--- src/rtl/usb_ctrl_ep_seq.sv ---
module usb_ctrl_ep_seq #(
  parameter int MAXP = 64,
  localparam int LW = $clog2(MAXP + 1)
) (
  input  logic          clk,
  input  logic          rst_n,
  input  logic          bus_reset,
  input  logic          setup_rx,
  input  logic          setup_dir_in,
  input  logic          in_tok,
  input  logic          out_tok,
  input  logic          fw_serviced,
  input  logic          fw_data_end,
  input  logic          fw_send_stall,
  input  logic          fw_tx_load,
  input  logic [LW-1:0] fw_tx_len,
  input  logic          fw_clr_stall,
  input  logic          fw_clr_abort,
  output logic [1:0]    ep_mode,
  output logic          rx_ready,
  output logic          tx_ready,
  output logic          stall_sent,
  output logic          phase_abort,
  output logic          stall_hs,
  output logic          xfer_done,
  output logic          irq
);
  localparam logic [1:0] M_IDLE = 2'd0, M_TX = 2'd1, M_RX = 2'd2;

  logic dir_in, stat_pend, stat_in, stall_pend, tx_last;
  wire  any_tok  = in_tok | out_tok;
  wire  tx_short = fw_tx_len < LW'(MAXP);

  always_ff @(posedge clk or negedge rst_n) begin
    if (!rst_n) begin
      ep_mode <= M_IDLE; rx_ready <= 1'b0; tx_ready <= 1'b0;
      stall_sent <= 1'b0; phase_abort <= 1'b0;
      stall_hs <= 1'b0; xfer_done <= 1'b0; irq <= 1'b0;
      dir_in <= 1'b0; stat_pend <= 1'b0; stat_in <= 1'b0;
      stall_pend <= 1'b0; tx_last <= 1'b0;
    end else begin
      irq <= 1'b0; stall_hs <= 1'b0; xfer_done <= 1'b0;
      if (fw_clr_stall) stall_sent <= 1'b0;
      if (fw_clr_abort) phase_abort <= 1'b0;
      if (bus_reset) begin
        ep_mode <= M_IDLE; rx_ready <= 1'b0; tx_ready <= 1'b0;
        stall_sent <= 1'b0; phase_abort <= 1'b0;
        dir_in <= 1'b0; stat_pend <= 1'b0; stat_in <= 1'b0;
        stall_pend <= 1'b0; tx_last <= 1'b0;
      end else if (setup_rx) begin
        rx_ready <= 1'b1; irq <= 1'b1; dir_in <= setup_dir_in;
        if (ep_mode == M_TX) phase_abort <= 1'b1;
        ep_mode <= M_IDLE; stat_pend <= 1'b0; stall_pend <= 1'b0; tx_ready <= 1'b0;
      end else if (any_tok && stall_pend) begin
        stall_hs <= 1'b1; stall_sent <= 1'b1; irq <= 1'b1;
        stall_pend <= 1'b0; stat_pend <= 1'b0; tx_ready <= 1'b0; ep_mode <= M_IDLE;
      end else if (ep_mode == M_TX && out_tok) begin
        phase_abort <= 1'b1; irq <= 1'b1; tx_ready <= 1'b0; ep_mode <= M_IDLE;
      end else if (ep_mode == M_IDLE && stat_pend && any_tok) begin
        stat_pend <= 1'b0; irq <= 1'b1;
        if (in_tok == stat_in) xfer_done <= 1'b1;
        else begin
          stall_hs <= 1'b1; stall_sent <= 1'b1;
        end
      end else if (ep_mode == M_TX && in_tok && tx_ready) begin
        tx_ready <= 1'b0; irq <= 1'b1;
        if (tx_last) begin
          ep_mode <= M_IDLE; stat_pend <= 1'b1; stat_in <= 1'b0;
        end
      end else if (ep_mode == M_RX && out_tok && !rx_ready) begin
        rx_ready <= 1'b1; irq <= 1'b1;
      end else if (!any_tok) begin
        if (fw_send_stall) stall_pend <= 1'b1;
        if (fw_serviced && rx_ready) begin
          rx_ready <= 1'b0;
          if (ep_mode == M_IDLE) begin
            if (fw_data_end) begin
              stat_pend <= 1'b1; stat_in <= 1'b1;
            end else ep_mode <= dir_in ? M_TX : M_RX;
          end else if (ep_mode == M_RX && fw_data_end) begin
            ep_mode <= M_IDLE; stat_pend <= 1'b1; stat_in <= 1'b1;
          end
        end
        if (fw_tx_load && ep_mode == M_TX && !tx_ready) begin
          tx_ready <= 1'b1; tx_last <= fw_data_end | tx_short;
        end
      end
    end
  end
endmodule

--- config.mk ---
export PLATFORM = sky130hd
export DESIGN_NAME = usb_ctrl_ep_seq
export DESIGN_NICKNAME = d
export VERILOG_FILES = /design/src/rtl/usb_ctrl_ep_seq.sv
export SDC_FILE = /design/constraint.sdc
export NUM_CORES = 1
export LEC_CHECK = 0
export BUFFER_PORTS_ARGS = -buffer_cell sky130_fd_sc_hd__clkbuf_2
export CAP_MARGIN = 5
export CELL_PAD_IN_SITES_DETAIL_PLACEMENT = 1
export CELL_PAD_IN_SITES_GLOBAL_PLACEMENT = 1
export CORE_MARGIN = 5
export CORE_UTILIZATION = 34
export CTS_CLUSTER_DIAMETER = 120
export CTS_CLUSTER_SIZE = 10
export DETAILED_ROUTE_END_ITERATION = 10
export PLACE_DENSITY = 0.82
export SYNTH_ARGS = -nofsm -noshare
export SYNTH_HDL_FRONTEND = slang
export SYNTH_SLANG_ARGS = --single-unit
--- constraint.sdc ---
create_clock -name clk -period 1.8 [get_ports clk]
set_clock_uncertainty 0.05 [all_clocks]
set_input_delay 0.09 -clock clk [delete_from_list [all_inputs] [get_ports clk]]
set_output_delay 0.09 -clock clk [all_outputs]
set_load 0.02 [all_outputs]
Word level (Yosys, flattened, before mapping). Index checks and enable logic that the tools add are counted.

Flip-flop bits (word level): 14. Latch bits: 0. Memory bits (writable): 0. Memory bits (read-only): 0. Input bits: 20. Output and inout bits: 9. Logic and storage cells: 186. Memories kept: 0.

$add $sub $neg: 0. Multiply operators: 0. Divide/modulo/power cells: 0. Magnitude comparators: 1. Eq/ne operators: 33. Shift operators: 0. Mux-type cells: 104. Bitwise operators: 2. Reduce and logical (&&, ||, !) cells: 33.

Operators with widths (count): 2-to-1 mux 1 bit (90); 2-to-1 mux 2 bit (14); inequality test 6 bit, second input constant (4); inequality test 3 bit, second input constant (6); nonzero test 6 bit (3); inequality test 4 bit, second input constant (4); inequality test 2 bit, second input constant (7); AND reduction 7 bit (2); nonzero test 7 bit (2); logical AND 1 bit (12); inequality test 4 x 3 -> 1 bit, second input constant (3); inequality test 6 x 3 -> 1 bit, second input constant (2); AND reduction 6 bit (2); nonzero test 4 bit (3); AND reduction 10 bit (1); AND reduction 8 bit (1); less-than comparator 7 bit, second input constant (1); inequality test 7 x 5 -> 1 bit, second input constant (1); inequality test 7 x 6 -> 1 bit, second input constant (1); inequality test 5 bit, second input constant (1); AND reduction 4 bit (1); nonzero test 2 bit (2); inequality test 3 x 2 -> 1 bit, second input constant (1); nonzero test 3 bit (1); other kinds (6) (8).

Logic depth before layout (Yosys ltp).
Depth after elaboration: 13. Mapped depth: 5. Gate-level depth less buffers: 4.

Worst setup path before layout. OpenSTA, ideal clock, no wires.

Path kind: flip-flop to flip-flop. From: register ep_mode[1]. To: register rx_ready. Library setup time: 0.131 ns. Arrival time: 1.439 ns. Data required time: 1.619 ns. Setup slack: 0.180 ns. Cell stages (with the launch flop): 5. Cell sequence: dfrtp_1 -> or3b_1 -> a21o_2 -> a221oi_1 -> nor2_1.

Longest elaborated chain between the ends: 10. Elaborated cells on any way between the ends: 23.

Ends and longest elaborated chain: start, declared (RTL line 19) `output logic [1:0] ep_mode,`; start signal, assigned (RTL line 79) `end else ep_mode <= dir_in ? M_TX : M_RX;`; equality test 2 bit (RTL line 70) `end else if (ep_mode == M_RX && out_tok && !rx_ready) begin`; logical AND 1 bit (2 in a row) (RTL line 70); 2-to-1 mux 1 bit (RTL line 70); 2-to-1 mux 1 bit (RTL line 65) `end else if (ep_mode == M_TX && in_tok && tx_ready) begin`; 2-to-1 mux 1 bit (RTL line 59) `end else if (ep_mode == M_IDLE && stat_pend && any_tok) begin`; 2-to-1 mux 1 bit (RTL line 57) `end else if (ep_mode == M_TX && out_tok) begin`; 2-to-1 mux 1 bit (RTL line 54) `end else if (any_tok && stall_pend) begin`; 2-to-1 mux 1 bit (RTL line 50) `end else if (setup_rx) begin`; 2-to-1 mux 1 bit (RTL line 45) `if (bus_reset) begin`; end signal, assigned (RTL line 46) `ep_mode <= M_IDLE; rx_ready <= 1'b0; tx_ready <= 1'b0;`; end signal, assigned (RTL line 51) `rx_ready <= 1'b1; irq <= 1'b1; dir_in <= setup_dir_in;`; end signal, assigned (RTL line 71) `rx_ready <= 1'b1; irq <= 1'b1;`; end, declared (RTL line 20) `output logic rx_ready,`.

Parallel ways exist; a longest one is shown, timed or not. The select of a mux whose other input is x is not followed. A chain may end at the register's enable or synchronous reset.

Worst setup path after layout.
From: register ep_mode[0]. To: register rx_ready.

Same word-level chain as after synthesis.

==> impl_results.md <==
- Worst reg-to-reg setup slack: 0.18 ns
- Antenna Cells: 0
- Final hold vios: 0
- FF/Latch Area: 350 sq um
- Hpwl dp: 1560 um
- CP max-delay cell: dfrtp_1
- Critical path arrival: 1.74 ns
- Cts bufs inserted: 3
- Fmax: 616 MHz
- Clk sinks: 14
- Highest routed layer: met4
- Final routed DRC violation total: 0
- Min cycle time layout: 1.62 ns
- Ports: 29
- Vias in the first global route: 755
- GRT Resource Usage Total: 13.5%
- Flop and latch count out of synthesis: 14
- DR vias/cell: 5.41
- Nets: 127
- Pins Over Slew Limit: 0
- Crit path largest cell delay: 0.44 ns
- Crit Path Max Fanout: 8
- Syn-to-layout area delta: 28.7%
- Crit-path cells: or3b_1 > a21o_2 > a221oi_1 > nor2_1
- Row count: 16
- Setup WS pre-CTS: 0.182 ns
- Initial antenna violation count: 0
- Final worst slack: 0.176 ns
- Die Area: 0.00321 sq mm
- Outcome: completed
- Worst-path clk slew: 0.09 ns
- Crit share post-route: 90.2%
- Post-CTS Hold Fix Bufs: 2
- Wirelength, routed: 2030 um
- Rel. slew slack: 71.6%
- Final setup fails: 0
- Filler cells: 258
- Final Power: 626 uW
- Root Buffer: clkbuf_4
- Wire length on met2: 970 um
- Worst Hold Class: in -> reg
- Remaining antenna violation count: 0
- Setup bufs post-CTS: 0
- Port buffer count: 22
- Gr ovfl total: 0
- Later-pin clock latency in the skew report: 0.28 ns
- Startpoint types: register
- RSZ-0062 raised after global routing: false
- Die width: 56.7 um
- FF-to-FF path depth: 4
- Critical path class: reg -> reg
- Avg WL per Cell: 15.3 um
- Mapped Nets: 98
- Max Cap Viol: 0
- Multi-input logic area: 363 sq um
- H-tree depth: 1
- Initial DRC count: 17
- Cell Pwr Density: 657 mW/mm^2
- Req. time, crit path: 1.91 ns
- Mean Syn Cell Area: 9.50 sq um
- Worst setup EP type: register
- Peak VDD IR: 0.385 mV
- Mapped Area: 741 sq um
- Sequential fraction of the synthesis area: 47.3%
- Clk buf depth: 2
- Netlist cell types: 35
- Slew @ Worst Pin: 0.420 ns
- Layout cell share with drive strength beyond 1: 32.1%
- GPL Wtd Cong: 0.739
- Vias: 719
- Hold depth: 3
- Met1 Wirelength: 885 um
- Largest net degree at the start of global routing: 15
- Post-CTS resize count: 0
- Yosys warns: 0
- Core area: 0.00202 sq mm
- Metal3 WL: 143 um
- Die height: 56.7 um
- Lkg Pwr: 0.454 nW
- Setup_tns: 0 ns
- CTS tree: done
- Post-synthesis instance total: 78
- Initial Util: 36.6%
- First-pass GRT wire length: 3420 um
- DRT Pass-1 Iters: 4
[final cells by class]
type,instances,share of cell area [%]
Tap cell,27,3.54
Multi-Input combinational cell,57,38.1
Inverter,4,1.57
Timing Repair Buffer,27,16.3
Clock buffer,4,3.81
Sequential cell,14,36.7
[metrics by stage]
stage               area, sq um  util [%]  cells  hold WS [ns]
global placement            887      43.9    126       -0.0379
finish                      953      47.2    133       0.00888
CTS                         943      46.7    132       0.00115
global route                953      47.2    133        0.0206
floorplan                   741         -     78        -0.256
detailed placement          887      43.9    126       -0.0277
[where the power goes]
part / total [mW] / switching [mW] / internal [mW]
Combinational: 0.0741 / 0.0443 / 0.0297
Sequential: 0.324 / 0.00428 / 0.319
Clock: 0.228 / 0.105 / 0.123
[critical path: cells and delay by family (launching register included)]
kind / cells / cell delay, ns
and+or+nand+nor: 2 / 0.49
AOI/OAI and AO/OA: 2 / 0.53
DFF: 1 / 0.44
[cell usage in the layout, fill, tap and decap left out, drive strengths merged]
| cell type | count |
|---|---|
| mux2i | 1 |
| nor2 | 8 |
| o32ai | 1 |
| nor2b | 3 |
| o211a | 1 |
| or4b | 1 |
| clkbuf | 26 |
| nor3 | 1 |
| nand3 | 1 |
| dfrtp | 14 |
| or3 | 1 |
| or3b | 2 |
| dlygate4sd3 | 3 |
| nor3b | 1 |
| inv | 4 |
| o2111a | 1 |
| nand4b | 1 |
| a211oi | 2 |
| o21ai | 3 |
| a21o | 1 |
| nand2 | 8 |
| nor4 | 3 |
| buf | 2 |
| a221oi | 1 |
| o31ai | 1 |
| nand2b | 2 |
| nand4 | 2 |
| or2 | 1 |
| a31oi | 1 |
| a311oi | 1 |
| nor4bb | 1 |
| a21oi | 6 |
| a32oi | 1 |
[sequential cells by signal, summed over array words and instances (netlist names)]
| name | flops |
|---|---|
| stall_sent | 1 |
| dir_in | 1 |
| stall_hs | 1 |
| xfer_done | 1 |
| ep_mode | 2 |
| rx_ready | 1 |
| stat_in | 1 |
| stat_pend | 1 |
| phase_abort | 1 |
| tx_ready | 1 |
| stall_pend | 1 |
| irq | 1 |
| tx_last | 1 |
[metal layers]
layer,up-vias,global-route usage [%]
li1,344,-
met1,342,17.1
met2,28,21.9
met3,5,3.21
met4,0,5.08
met5,-,0
[logic make-up after synthesis]
| group | after synthesis | share of synthesized area, % |
|---|---|---|
| simple gates | 36 | 28.9 |
| compound gates | 20 | 18.8 |
| flops | 14 | 47.3 |
| buf+inv | 7 | 3.71 |
| mux | 1 | 1.35 |
[synthesized netlist by cell type, drive strengths merged]
library cell	count	share of area, %
nand2b	2	1.7
nand4	2	1.7
nor3	1	0.68
o32ai	1	1.2
o2111a	1	1.5
o31ai	1	1.0
a211oi	2	2.0
a32oi	1	1.2
dfrtp	14	47
o21ai	3	2.0
a21oi	6	4.1
a311oi	1	1.2
mux2i	1	1.4
clkbuf	1	0.51
or3b	2	2.4
inv	4	2.0
or4b	1	1.4
a21o	1	1.2
nand2	8	4.1
o211a	1	1.4
or2	1	0.85
nor4bb	1	1.4
a31oi	1	0.85
nor4	3	2.5
nor2	8	5.1
nor3b	1	1.0
buf	2	1.2
or3	1	1.0
nand4b	1	2.0
a221oi	1	1.2
nor2b	3	2.5
nand3	1	0.68
[final timing paths]
kind | startpoint | to
max | ep_mode[0]$_DFFE_PN0P_ | rx_ready$_DFFE_PN0P_
min | fw_clr_stall | stall_sent$_DFF_PN0_
max reg2reg | ep_mode[0]$_DFFE_PN0P_ | rx_ready$_DFFE_PN0P_
min reg2reg | phase_abort$_DFF_PN0_ | phase_abort$_DFF_PN0_
max in group asynchronous | rst_n | tx_last$_DFFE_PN0P_
min in group asynchronous | rst_n | xfer_done$_DFF_PN0_
No activity file was read; power rests on OpenSTA's default activity.
